$ cat config.mk
export PLATFORM = sky130hd
export DESIGN_NAME = dram_refresh_sched
export DESIGN_NICKNAME = d
export VERILOG_FILES = /design/src/rtl/rfsh_pkg.sv /design/src/rtl/rfsh_tick_gen.sv /design/src/rtl/rfsh_pend_ctr.sv /design/src/rtl/rfsh_cbr_seq.sv /design/src/rtl/dram_refresh_sched.sv
export SDC_FILE = /design/constraint.sdc
export NUM_CORES = 1
export LEC_CHECK = 0
export BUFFER_PORTS_ARGS = -buffer_cell sky130_fd_sc_hd__buf_2
export CORE_MARGIN = 2
export CORE_UTILIZATION = 47
export DETAILED_ROUTE_END_ITERATION = 10
export GPL_ROUTABILITY_DRIVEN = 0
export GPL_TIMING_DRIVEN = 1
export SLEW_MARGIN = 20
export SYNTH_ARGS = -nofsm -noshare
export SYNTH_HDL_FRONTEND = slang
export SYNTH_SLANG_ARGS = --single-unit
$ cat constraint.sdc
create_clock -name clk -period 7.63 [get_ports clk]
set_clock_uncertainty 0.05 [all_clocks]
set_input_delay 1.1445 -clock clk [delete_from_list [all_inputs] [get_ports clk]]
set_output_delay 1.1445 -clock clk [all_outputs]
set_load 0.03 [all_outputs]
$ cat src/rtl/rfsh_pkg.sv
package rfsh_pkg;
   typedef enum logic [1:0] {
      S_IDLE = 2'd0,
      S_CSU  = 2'd1,
      S_ACT  = 2'd2,
      S_PRE  = 2'd3
   } rfsh_state_t;
endpackage

$ cat src/rtl/rfsh_tick_gen.sv
module rfsh_tick_gen #(
   parameter int INTERVAL_CYC = 781
) (
   input  logic clk,
   input  logic rst_n,
   input  logic en_i,
   output logic tick_o
);
   generate
      if (INTERVAL_CYC < 1) begin : g_bad
         $error("INTERVAL_CYC must be at least 1");
      end
      if (INTERVAL_CYC == 1) begin : g_every
         assign tick_o = en_i;
      end else begin : g_count
         localparam int TW = $clog2(INTERVAL_CYC);
         localparam logic [TW-1:0] RELOAD = TW'(INTERVAL_CYC - 1);
         logic [TW-1:0] cnt_q;
         always_ff @(posedge clk or negedge rst_n) begin
            if (!rst_n)                 cnt_q <= RELOAD;
            else if (en_i) begin
               if (cnt_q == '0)          cnt_q <= RELOAD;
               else                      cnt_q <= cnt_q - 1'b1;
            end
         end
         assign tick_o = en_i && (cnt_q == '0);
      end
   endgenerate
endmodule

$ cat src/rtl/rfsh_pend_ctr.sv
module rfsh_pend_ctr #(
   parameter int PEND_MAX = 8
) (
   input  logic clk,
   input  logic rst_n,
   input  logic tick_i,
   input  logic take_i,
   output logic nonzero_o,
   output logic urgent_o
);
   localparam int PW = $clog2(PEND_MAX + 1);
   localparam logic [PW-1:0] FULL = PW'(PEND_MAX);

   generate
      if (PEND_MAX < 1) begin : g_bad
         $error("PEND_MAX must be at least 1");
      end
   endgenerate

   logic [PW-1:0] cnt_q;
   logic          add;

   assign add = tick_i && ((cnt_q != FULL) || take_i);

   always_ff @(posedge clk or negedge rst_n) begin
      if (!rst_n)               cnt_q <= '0;
      else if (add && !take_i)  cnt_q <= cnt_q + 1'b1;
      else if (!add && take_i)  cnt_q <= cnt_q - 1'b1;
   end

   assign nonzero_o = (cnt_q != '0);
   assign urgent_o  = (cnt_q == FULL);

   a_r9_full_holds: assert property (@(posedge clk) disable iff (!rst_n)
      (cnt_q == FULL && tick_i && !take_i) |=> (cnt_q == FULL));
   a_r9_no_underflow: assert property (@(posedge clk) disable iff (!rst_n)
      take_i |-> (cnt_q != '0));
endmodule

$ cat src/rtl/rfsh_cbr_seq.sv
module rfsh_cbr_seq
   import rfsh_pkg::*;
#(
   parameter int CAS_SU_CYC   = 1,
   parameter int RAS_LOW_CYC  = 3,
   parameter int CAS_HOLD_CYC = 1,
   parameter int RAS_PRE_CYC  = 3
) (
   input  logic clk,
   input  logic rst_n,
   input  logic start_i,
   output logic idle_o,
   output logic done_o,
   output logic ras_n_o,
   output logic cas_n_o
);
   localparam int CW = $clog2(CAS_SU_CYC + RAS_LOW_CYC + RAS_PRE_CYC + 1);
   localparam logic [CW-1:0] SU_LD   = CW'(CAS_SU_CYC - 1);
   localparam logic [CW-1:0] ACT_LD  = CW'(RAS_LOW_CYC - 1);
   localparam logic [CW-1:0] PRE_LD  = CW'(RAS_PRE_CYC - 1);
   localparam logic [CW-1:0] CAS_REL = CW'(RAS_LOW_CYC - CAS_HOLD_CYC);

   generate
      if (CAS_SU_CYC < 1 || RAS_PRE_CYC < 1) begin : g_bad_phase
         $error("setup and precharge phases need at least one cycle");
      end
      if (CAS_HOLD_CYC < 1 || CAS_HOLD_CYC >= RAS_LOW_CYC) begin : g_bad_hold
         $error("CAS hold must be shorter than the RAS low phase");
      end
   endgenerate

   rfsh_state_t   st_q;
   logic [CW-1:0] cnt_q;
   logic          done_q;

   always_ff @(posedge clk or negedge rst_n) begin
      if (!rst_n) begin
         st_q   <= S_IDLE;
         cnt_q  <= '0;
         done_q <= 1'b0;
      end else begin
         done_q <= 1'b0;
         unique case (st_q)
            S_IDLE: if (start_i) begin
               st_q  <= S_CSU;
               cnt_q <= SU_LD;
            end
            S_CSU: if (cnt_q == '0) begin
               st_q  <= S_ACT;
               cnt_q <= ACT_LD;
            end else cnt_q <= cnt_q - 1'b1;
            S_ACT: if (cnt_q == '0) begin
               st_q  <= S_PRE;
               cnt_q <= PRE_LD;
            end else cnt_q <= cnt_q - 1'b1;
            S_PRE: if (cnt_q == '0) begin
               st_q   <= S_IDLE;
               done_q <= 1'b1;
            end else cnt_q <= cnt_q - 1'b1;
            default: st_q <= S_IDLE;
         endcase
      end
   end

   assign idle_o  = (st_q == S_IDLE);
   assign done_o  = done_q;
   assign ras_n_o = (st_q != S_ACT);
   assign cas_n_o = !((st_q == S_CSU) || (st_q == S_ACT && cnt_q >= CAS_REL));

   a_r3_cas_before_ras: assert property (@(posedge clk) disable iff (!rst_n)
      $fell(ras_n_o) |-> (!cas_n_o && !$past(cas_n_o)));
   a_r4_cas_release_ras_low: assert property (@(posedge clk) disable iff (!rst_n)
      $rose(cas_n_o) |-> !ras_n_o);
   a_r7_start_on_grant: assert property (@(posedge clk) disable iff (!rst_n)
      (st_q == S_CSU && $past(st_q) == S_IDLE) |-> $past(start_i));
endmodule

$ cat src/rtl/dram_refresh_sched.sv
module dram_refresh_sched #(
   parameter int PWRUP_CYC      = 10000,
   parameter int PERIOD_CYC     = 3200000,
   parameter int ROWS           = 4096,
   parameter int INIT_REFRESHES = 8,
   parameter int PEND_MAX       = 8,
   parameter int CAS_SU_CYC     = 1,
   parameter int RAS_LOW_CYC    = 3,
   parameter int CAS_HOLD_CYC   = 1,
   parameter int RAS_PRE_CYC    = 3
) (
   input  logic clk,
   input  logic rst_n,
   input  logic grant_i,
   output logic req_o,
   output logic urgent_o,
   output logic init_done_o,
   output logic done_o,
   output logic ras_n_o,
   output logic cas_n_o,
   output logic we_n_o
);
   localparam int INTERVAL_CYC = PERIOD_CYC / ROWS;
   localparam int PAW = $clog2(PWRUP_CYC + 1);
   localparam int WW  = $clog2(INIT_REFRESHES + 1);

   generate
      if (PWRUP_CYC < 1 || INIT_REFRESHES < 1) begin : g_bad_init
         $error("pause and warm-up count must be at least 1");
      end
      if (INTERVAL_CYC <= CAS_SU_CYC + RAS_LOW_CYC + RAS_PRE_CYC + 1) begin : g_bad_rate
         $error("refresh interval shorter than one refresh cycle");
      end
   endgenerate

   logic [PAW-1:0] pause_q;
   logic [WW-1:0]  warm_q;
   logic           init_done_q;
   logic           pause_over, seq_idle, seq_done, start;
   logic           tick, pend_nz;

   assign pause_over = (pause_q == '0);
   assign req_o  = pause_over && ((warm_q != '0) || (init_done_q && pend_nz));
   assign start  = req_o && grant_i && seq_idle;

   always_ff @(posedge clk or negedge rst_n) begin
      if (!rst_n) begin
         pause_q     <= PAW'(PWRUP_CYC);
         warm_q      <= WW'(INIT_REFRESHES);
         init_done_q <= 1'b0;
      end else begin
         if (!pause_over) pause_q <= pause_q - 1'b1;
         if (start && warm_q != '0) warm_q <= warm_q - 1'b1;
         if (seq_done && warm_q == '0) init_done_q <= 1'b1;
      end
   end

   rfsh_tick_gen #(.INTERVAL_CYC(INTERVAL_CYC)) u_tick (
      .clk(clk), .rst_n(rst_n), .en_i(init_done_q), .tick_o(tick));

   rfsh_pend_ctr #(.PEND_MAX(PEND_MAX)) u_pend (
      .clk(clk), .rst_n(rst_n), .tick_i(tick),
      .take_i(start && init_done_q), .nonzero_o(pend_nz), .urgent_o(urgent_o));

   rfsh_cbr_seq #(
      .CAS_SU_CYC(CAS_SU_CYC), .RAS_LOW_CYC(RAS_LOW_CYC),
      .CAS_HOLD_CYC(CAS_HOLD_CYC), .RAS_PRE_CYC(RAS_PRE_CYC)
   ) u_seq (
      .clk(clk), .rst_n(rst_n), .start_i(start), .idle_o(seq_idle),
      .done_o(seq_done), .ras_n_o(ras_n_o), .cas_n_o(cas_n_o));

   assign init_done_o = init_done_q;
   assign done_o      = seq_done;
   assign we_n_o      = 1'b1;

   a_r1_quiet_pause: assert property (@(posedge clk) disable iff (!rst_n)
      !pause_over |-> (!req_o && ras_n_o && cas_n_o));
   a_r2_done_sticky: assert property (@(posedge clk) disable iff (!rst_n)
      init_done_o |=> init_done_o);
   a_r2_no_early_done: assert property (@(posedge clk) disable iff (!rst_n)
      $rose(init_done_o) |-> $past(done_o));
endmodule

== Yosys cells after proc, flatten, opt, wreduce, memory -nomap -nowiden ==
Index checks and enable logic that the tools add are counted.

* Reductions and logical operators: 29
* Mux-type cells: 14
* Equality and inequality tests: 11
* $lt $le $gt $ge: 1
* $add $sub $neg: 6

{| class="wikitable"
|+ Operators with widths
! cell !! count
|-
| logical NOT 14 bit || 1
|-
| subtractor 14 x 1 -> 14 bit, second input constant || 1
|-
| logical AND 1 bit || 12
|-
| logical NOT 10 bit || 1
|-
| 2-to-1 mux 10 bit || 1
|-
| subtractor 10 x 1 -> 10 bit, second input constant || 1
|-
| 2-to-1 mux 3 bit || 3
|-
| one-hot mux 3 bit (3 select lines) || 1
|-
| 2-to-1 mux 2 bit || 4
|-
| 2-to-1 mux 4 bit || 2
|-
| != test 2 x 1 -> 1 bit, second input constant || 4
|-
| one-hot mux 2 bit (4 select lines) || 1
|-
| nonzero test 4 bit || 2
|-
| subtractor 4 x 1 -> 4 bit, second input constant || 2
|-
| adder 4 x 1 -> 4 bit, second input constant || 1
|-
| equality test 2 bit, second input constant || 2
|-
| equality test 4 bit, second input constant || 1
|-
| logical NOT 4 bit || 1
|-
| != test 2 bit, second input constant || 2
|-
| != test 4 bit, second input constant || 1
|-
| AND reduction 4 bit || 1
|-
| greater-or-equal comparator 3 x 2 -> 1 bit, second input constant || 1
|-
| logical NOT 1 bit || 3
|-
| logical NOT 3 bit || 1
|-
| 8 further kinds || 11
|}

* Logic and storage cells: 69
* Input port bits: 3
* Register bits after elaboration: 39
* Output and inout port bits: 7

== Depth between registers and ports, before layout ==
Gate-level depths: netlist of run 1.

* Depth after elaboration: 13
* Mapped depth: 13
* Mapped depth without buffers: 13

== Hierarchy ==
A second synthesis of run 1 with hierarchy kept.

* Cells, all modules: 221
* Area, all modules: 2,308.5 sq um

{| class="wikitable"
|+ Modules (own cells, without submodules)
! module !! area an instance (sq um) !! times used !! cells an instance !! sequential area each (sq um)
|-
| dram_refresh_sched || 1,017.2 || 1 || 94 || 483.0
|-
| rfsh_tick_gen || 523.0 || 1 || 50 || 255.2
|-
| rfsh_cbr_seq || 436.7 || 1 || 45 || 150.1
|-
| rfsh_pend_ctr || 331.6 || 1 || 32 || 100.1
|}

== Least setup slack after synthesis of run 1 ==
No wires, ideal clock.

* Kind: reg2out
* Start point: register pause_q[5]
* End point: output req_o
* Setup slack: 4.264 ns
* Cell stages (with the launch flop): 6
* Buffers on the path: 1
* Required time: 6.435 ns
* Arrival time: 2.171 ns
* Cells stage by stage: dfrtp_1 > or4_1 > buf_6 > nor4_4 > nand2_1 > a21oi_1

* Cells in the longest elaborated chain, start to end: 2

{| class="wikitable"
|+ Ends and longest elaborated chain
! item !! line !! text
|-
| start: declaration || dram_refresh_sched.sv:36 || <nowiki>logic [PAW-1:0] pause_q;</nowiki>
|-
| start signal: assignment || dram_refresh_sched.sv:48 || <nowiki>pause_q <= PAW'(PWRUP_CYC);</nowiki>
|-
| start signal: assignment || dram_refresh_sched.sv:52 || <nowiki>if (!pause_over) pause_q <= pause_q - 1'b1;</nowiki>
|-
| logical NOT 14 bit || dram_refresh_sched.sv:42 || <nowiki>assign pause_over = (pause_q == '0);</nowiki>
|-
| logical AND 1 bit || dram_refresh_sched.sv:43 || <nowiki>assign req_o = pause_over && ((warm_q != '0) || (init_done_q && pend_nz));</nowiki>
|-
| end: declaration || dram_refresh_sched.sv:15 || <nowiki>output logic req_o,</nowiki>
|}

Every way passes these cells.

== Worst setup path after layout of run 1 ==
Ends and elaborated chain as after synthesis.

==> flow_summary.toml, run 1 <==
[clock_tree]
cts-buffers-inserted = 5
clk_latency_ns = 0.29
clk_pin_slew_worst_paths_ns = 0.07
ctsHoldBuffers = 0
cts_sinks = 39
cts_buffer_depth = 2
post-cts-setup-buffer-count = 0
clock-root-buffer = "clkbuf_8"
cts_resized = 0
htree_levels = 2
cts_tree = "built"

[global_routing]
grt_pass1_wl_um = 7383
antenna_found_initial = 0
grt_pass1_vias = 1622
gr-total-overflow = 0
grt_max_degree = 40
grt_usage = 0.1748

[drt]
viasPerCell = 5.549
highest_layer = "met4"
drc = 0
wl_met1_um = 1992
met2WireLength_um = 2056
wire_per_inst_um = 14.44
dr_wl_met3_um = 160
num_vias = 1637
drt_wl_total_um = 4261
dr.pass1.iters = 4
drt_iter0_markers = 77
ant_nets = 0

[floorplan]
io_pins = 10
die_area_sq_mm = 0.005469
rows = 25
die_h_um = 73.95
die_w_um = 73.95
core_sq_mm = 0.004723
initial_core_util = 0.4869

[min_path]
hold_class = "flop to flop"

[setup_path]
path_buf_inv = 1
critPathMaxFanout = 8
slowest_stage = "or4_1"
cp_top_family = "simple AND/OR/NAND/NOR gates"
cp_cell_sequence = "or4_1 -> nor4_4 -> nand2_1 -> a21oi_1 -> buf_2"
cp.arrival_ns = 2.60
crit_path_start_kind = "flop"
crit_required_ns = 6.44
crit_type = "flop to output port"
cpPeakStageDelay_ns = 0.76
worstSetupEndpointType = "output port"

[pwr]
p_leak_nw = 1.193
p_per_area_mw_per_mm2 = 356.4
total_power_mw = 0.8897
ir_drop_mv = 0.2474

[finish]
drive_gt1_frac = 0.1754
seq_area_sq_um = 988.4
final_util = 0.5285
syn2layout_area_growth_pct = 8.542
layout.nets = 248
n_antenna_cell = 0
fillers = 432
finalNonFillerCells = 295
multiInputGateArea_sq_mm = 0.001210

[yosys]
syn_nets = 238
yosysUniqueCellTypes = 57
synth_common_cells = "29 x dfrtp_1, 19 x inv_1, 16 x ha_1"
async_flop_share = 1.000
avgSynthCellArea_sq_um = 10.55
postSynthCellCount = 218
synth_edf_count = 0
yosysMostFrequentCell = "dfrtp_1"
synth_top_area_frac = 0.3156
synth-seq-cells = 39
synth.area.top_cells = "dfrtp_1 32%, dfstp_2 11%, ha_1 8.7%, xor2_1 3.4%, inv_1 3.1%"
yosys_warnings = 0
ys_seq_area_frac = 0.4298
synth_area_sq_mm = 0.002300
ys.flop_type = "dfrtp_1"
synth_top_cell_by_area = "dfrtp_1"

[run_status]
status = "finished, final reports clean"

[timing]
finalHoldViolations = 0
rsz0062_at_grt = "false"
worst_pin_slew_ns = 0.8748
slew_violations = 0
setup_viol = 0
fmax_ghz = 0.2639
post-route-period-util = 0.4967
period_needed_ns = 3.790
tns_ns = 0
maxSlewHeadroom = 0.4168

[run]
max_cap_viol_count = 0

[place]
place_inst = 288
dp_hpwl_um = 3123
io_buffers = 8
-- power by group --
| part | total [mW] | internal (mW) | switching [mW] |
|---|---|---|---|
| clock | 0.165 | 0.0958 | 0.0693 |
| sequential | 0.353 | 0.279 | 0.0744 |
| combinational | 0.371 | 0.167 | 0.204 |
| total | 0.890 | 0.542 | 0.348 |
-- kinds of logic after synthesis --
family / count (synthesis) / synth area share
other cells: 1 / 0.001631
simple gates: 71 / 0.1790
flops: 39 / 0.4298
compound gates: 39 / 0.1344
fa+ha+maj: 17 / 0.09576
buf+inv: 24 / 0.04407
xor+xnor: 15 / 0.05713
mux: 12 / 0.05821
-- per-layer routing --
layer	track usage	up-vias
met5	0	-
met4	0.06465	0
met3	0.04878	6
met2	0.2778	38
met1	0.2295	792
li1	-	801
-- stage by stage --
step / setup WS [ns] / instance area, sq um / hold WS (ns)
CTS: 3.817 / 2496 / 0.4522
floorplan: 4.264 / 2300 / 0.4017
detailed placement: 4.059 / 2394 / 0.4378
global route: 3.644 / 2496 / 0.4717
finish: 3.840 / 2496 / 0.4544
global placement: 4.192 / 2394 / 0.4191
-- layout by cell type (no fill, tap or decap), drive strengths merged, types with 9 or more instances in the layout --
| cell | n |
|---|---|
| a21oi | 10 |
| nand2 | 14 |
| ha | 16 |
| inv | 19 |
| dfstp | 10 |
| dfrtp | 29 |
| nor2 | 11 |
| xor2 | 9 |
-- final cells by class --
cell class                      count  share of cell area
Multi-Input combinational cell    155              0.4847
Sequential cell                    39              0.3960
Tap cell                           67             0.03358
Clock buffer                        6             0.02907
Inverter                           19             0.02857
Timing Repair Buffer                8             0.01604
Clock inverter                      1             0.01203
-- state kept, by name (all words and copies together), names as in the netlist --
signal / cells
u_seq.done_o: 1
pause_q: 14
u_pend.cnt_q: 4
init_done_o: 1
u_seq.st_q: 2
u_tick.g_count.cnt_q: 10
warm_q: 4
u_seq.cnt_q: 3
-- worst paths after layout --
path                                  from  cells after the start         endpoint  slack (ns)
worst max-delay path            pause_q[5]                      5            req_o        3.84
worst min-delay path            pause_q[7]                      1       pause_q[7]        0.45
worst max register to register  pause_q[5]                     11  u_pend.cnt_q[3]        4.03
worst min register to register  pause_q[7]                      1       pause_q[7]        0.45
max in group asynchronous            rst_n                      1  u_pend.cnt_q[1]        6.06
min in group asynchronous            rst_n                      1       pause_q[1]        0.92
Power figures use the tool's default switching activity.
==> run 2: changes to the inputs <==
- PLACE_DENSITY: not set -> 0.66
- clock period: 7.63 -> 3.04 ns (I/O delays scaled with it)
==> run 2 against run 1 <==
- routed wire length decreased by 2.7%
- final cell count is 4.4% higher
- register-to-register slack got worse by 3.8 ns
- sequential share of layout area shrank 1.5 points
- worst setup slack got worse by 3.6 ns
==> flow_summary.toml, run 2 (synthesis gave the netlist of run 1 again) <==
[run_status]
status = "finished, final reports clean"

[finish]
fillers = 419
layout_common_cells = "29 x dfrtp_1, 18 x inv_1, 14 x nand2_1, 14 x ha_1, 12 x buf_4"
layout.nets = 260
reg_top3 = "pause_q (14), u_tick.g_count.cnt_q (10)"
largest_reg_flops = 14
drive_gt1_frac = 0.2448
layout.cells.most_common = "dfrtp_1"
n_antenna_cell = 0
top_register = "pause_q"
syn2layout_area_growth_pct = 12.95

[setup_path]
slowest_stage = "or4_4"
cp_top_family = "simple AND/OR/NAND/NOR gates"
worstSetupEndpointType = "flop"
crit_required_ns = 3.21
cp_cell_sequence = "or4_4 -> nor4_4 -> nand3_1 -> a211o_1 -> ha_2 -> inv_2 -> buf_4 -> ha_1 -> a21oi_2 -> mux2i_1 -> xnor2_1"
r2r-end = "u_pend.cnt_q[3]"
rrSetupSlack_ns = 0.20
r2r-start = "pause_q[6]"
crit_path_start_kind = "flop"
reg2regPathDepth = 11
cpPeakStageDelay_ns = 0.52
cp.arrival_ns = 3.01
path_buf_inv = 2
crit_type = "flop to flop"
path_depth = 11
critPathMaxFanout = 4

[timing]
fmax_ghz = 0.3523
finalHoldViolations = 0
period_needed_ns = 2.839
setup_viol = 0
slew_violations = 0
post-route-period-util = 0.9337
worst_pin_slew_ns = 0.8617
rsz0062_at_grt = "true"
whs_ns = 0.2280
maxSlewHeadroom = 0.4255

[clock_tree]
clk_pin_slew_worst_paths_ns = 0.08
clock-root-buffer = "clkbuf_8"
cts_sinks = 39
clk_latency_ns = 0.29
cts_buffer_depth = 2
htree_levels = 2
cts_tree = "built"
cts-buffers-inserted = 5

[run]
max_cap_viol_count = 0

[drt]
drc = 0
viasPerCell = 5.325
num_vias = 1640
wire_per_inst_um = 13.46
dr.pass1.iters = 4
ant_nets = 0
drt_iter0_markers = 72
drt_wl_total_um = 4146

[pwr]
ir_drop_mv = 0.5073
total_power_mw = 2.188
p_leak_nw = 1.243
p_per_area_mw_per_mm2 = 842.2

[min_path]
hold_class = "primary input to asynchronous set/reset pin"

[place]
dp_hpwl_um = 2896
io_buffers = 8

[floorplan]
io_pins = 10
die_area_sq_mm = 0.005469
die_h_um = 73.95
initial_core_util = 0.4869
rows = 25
core_sq_mm = 0.004723
die_w_um = 73.95

[global_routing]
grt_pass1_vias = 1637
antenna_found_initial = 0
grt_pass1_wl_um = 7548
grt_max_degree = 40
gr-total-overflow = 0
grt_usage = 0.1801
run 2: cell type report:
| cell class | count | area (sq um) | share of cell area |
|---|---|---|---|
| well taps | 67 | 83.83 | 0.03227 |
| clock buffers | 6 | 72.57 | 0.02794 |
| multi-input cells | 155 | 1239 | 0.4769 |
| repair buffers | 20 | 130.1 | 0.05010 |
| inverters | 19 | 71.32 | 0.02746 |
| clock inverters | 2 | 12.51 | 0.004817 |
| flip-flops and latches | 39 | 988.4 | 0.3805 |
run 2: power breakdown:
part           total (mW)  switching (mW)  internal, mW
combinational       0.974           0.527         0.447
clock               0.344           0.184         0.160
sequential          0.869           0.169         0.700
total                2.19           0.880          1.31
run 2: what timing repair did:
| item | CTS | global route |
|---|---|---|
| buffers inserted | 0 | 4 |
| endpoints found under the hold margin | 0 | 0 |
| hold buffers | 0 | 0 |
| gates resized for setup | 0 | 4 |
| endpoints found under the setup margin | 0 | 1 |
run 2: per-layer routing:
layer / share of wire / GRT usage / vias up
li1: - / - / 824
met1: 0.51 / 0.2555 / 795
met2: 0.45 / 0.2748 / 16
met3: 0.026 / 0.04472 / 5
met4: 0.014 / 0.05455 / 0
met5: 0 / 0 / -
run 2: stage by stage:
step           cell area, sq um  setup WS [ns]  utilization  setup TNS (ns)  std cells
5_1_grt                    2597       -0.02787       0.5499        -0.02787        308
3_5_place_dp               2460        0.07441       0.5208               0        296
4_1_cts                    2545        0.04958       0.5388               0        304
3_3_place_gp               2460         0.1571       0.5208               0        296
2_1_floorplan              2306        0.01578            -               0        218
6_report                   2597         0.2014       0.5499               0        308
run 2: worst max-delay path by stage:
stage / from / to / slack [ns]
finish: pause_q[6] / u_pend.cnt_q[3] / 0.20
global route: pause_q[6] / u_pend.cnt_q[3] / -0.03
CTS: pause_q[5] / u_pend.cnt_q[3] / 0.05
detailed placement: pause_q[5] / u_pend.cnt_q[3] / 0.07
global placement: pause_q[5] / u_pend.cnt_q[3] / 0.16
floorplan: pause_q[5] / u_pend.cnt_q[3] / 0.02
==> run 3: changes to the inputs <==
- PLACE_DENSITY: 0.66 -> 0.63
==> run 3 against run 2 <==
- sequential share of layout area is 0.092 points higher
- total power is 0.58% lower
- clock power is 1% lower
- global-route usage is 1.1 points lower
- routed wire length is 0.41% higher
- clock-buffer cell count is 1 lower
- register-to-register slack worse by 0.05 ns
- critical path type unchanged
==> flow_summary.toml, run 3 (synthesis gave the netlist of run 1 again) <==
[run_status]
status = "finished, final reports clean"

[floorplan]
initial_core_util = 0.4869
die_area_sq_mm = 0.005469
rows = 25
core_sq_mm = 0.004723
die_w_um = 73.95
die_h_um = 73.95
io_pins = 10

[place]
dp_hpwl_um = 2942
io_buffers = 8
pre_cts_ws_ns = 0.08954
place_inst = 296
dpl_cell_area_sq_mm = 0.002460

[timing]
period_needed_ns = 2.886
setup_slack_ns = 0.1541
slew_violations = 0
worst_pin_slew_ns = 0.8744
setup_viol = 0
fmax_ghz = 0.3465
finalHoldViolations = 0
tns_ns = 0
maxSlewHeadroom = 0.4170
whs_ns = 0.2333
post-route-period-util = 0.9493

[drt]
drc = 0
viasPerCell = 5.234
drt_iter0_markers = 87
wire_per_inst_um = 13.52
num_vias = 1612
dr.pass1.iters = 4
drt_wl_total_um = 4163
ant_nets = 0

[clock_tree]
cts-buffers-inserted = 5
htree_levels = 2
cts_sinks = 39
cts_tree = "built"
clk_latency_ns = 0.29
ctsHoldBuffers = 0
clock-root-buffer = "clkbuf_8"
cts_buffer_depth = 2
clk_pin_slew_worst_paths_ns = 0.08

[global_routing]
antenna_found_initial = 0
grt_pass1_wl_um = 7072
grt_usage = 0.1688
grt_max_degree = 40
gr-total-overflow = 0
grt_pass1_vias = 1506

[pwr]
ir_drop_mv = 0.4760
p_leak_nw = 1.252
p_per_area_mw_per_mm2 = 839.4
total_power_mw = 2.175

[setup_path]
worstSetupEndpointType = "flop"
reg2regPathDepth = 11
critPathMaxFanout = 4
r2r-end = "u_pend.cnt_q[3]"
crit_required_ns = 3.20
rrSetupSlack_ns = 0.15
crit_type = "flop to flop"
crit_path_start_kind = "flop"
cp.arrival_ns = 3.05
r2r-start = "pause_q[7]"

[finish]
layout_common_cells = "29 x dfrtp_1, 18 x inv_1, 15 x ha_1, 14 x nand2_1, 12 x buf_4"
final_area_sq_mm = 0.002591
largest_reg_flops = 14
final_util = 0.5486
top_register = "pause_q"
layout.nets = 260
finalNonFillerCells = 308
n_antenna_cell = 0
drive_gt1_frac = 0.2490
syn2layout_area_growth_pct = 12.68
reg_top3 = "pause_q (14), u_tick.g_count.cnt_q (10)"
layout.cells.most_common = "dfrtp_1"

[run]
max_cap_viol_count = 0

[min_path]
hold_class = "primary input to asynchronous set/reset pin"
[run 3: changes by cell type in the layout (fill, tap and decap cells not counted), sizes merged]
cell,before,now
clkbuf,6,5
clkinv,1,3
clkinvlp,1,0
[run 3: repair_timing]
action                                  4_1_cts  5_1_grt
hold endpoints to repair                      0        0
gates resized for setup                       0        4
endpoints found under the setup margin        0        1
buffers inserted                              0        4
[run 3: worst max-delay path by stage]
stage	from	endpoint	slack (ns)
after floorplan	pause_q[5]	u_pend.cnt_q[3]	0.02
after global routing	pause_q[7]	u_pend.cnt_q[3]	-0.008
after detailed placement	pause_q[5]	u_pend.cnt_q[3]	0.09
final	pause_q[7]	u_pend.cnt_q[3]	0.15
after global placement	pause_q[5]	u_pend.cnt_q[3]	0.14
after CTS	pause_q[5]	u_pend.cnt_q[3]	0.05
[run 3: area by class of cell]
class / count / area [sq um]
fillers: 423 / 2132
clock buffers: 5 / 68.82
repair buffers: 20 / 130.1
multi-input cells: 155 / 1234
clock inverters: 3 / 15.01
flip-flops and latches: 39 / 988.4
inverters: 19 / 71.32
well taps: 67 / 83.83
[run 3: report_power, final]
part	total, mW	internal (mW)	switching, mW
Combinational	0.979	0.441	0.538
Clock	0.340	0.157	0.183
Sequential	0.856	0.700	0.156
[run 3: critical path, stage by stage (launching register included)]
cell and delay, ns:
dfrtp_1 0.40, or4_4 0.54, nor4_4 0.26, nand3_1 0.14
a211o_1 0.25, ha_2 0.19, inv_2 0.08, ha_1 0.22
a21o_1 0.16, a21oi_2 0.14, mux2i_1 0.23, xnor2_1 0.14
[run 3: per-layer routing]
metal	GRT usage	vias up	share of wire
met2	0.2629	15	0.45
met5	0	-	0
met1	0.2365	756	0.51
met3	0.04065	5	0.025
met4	0.04848	0	0.0091
li1	-	836	-
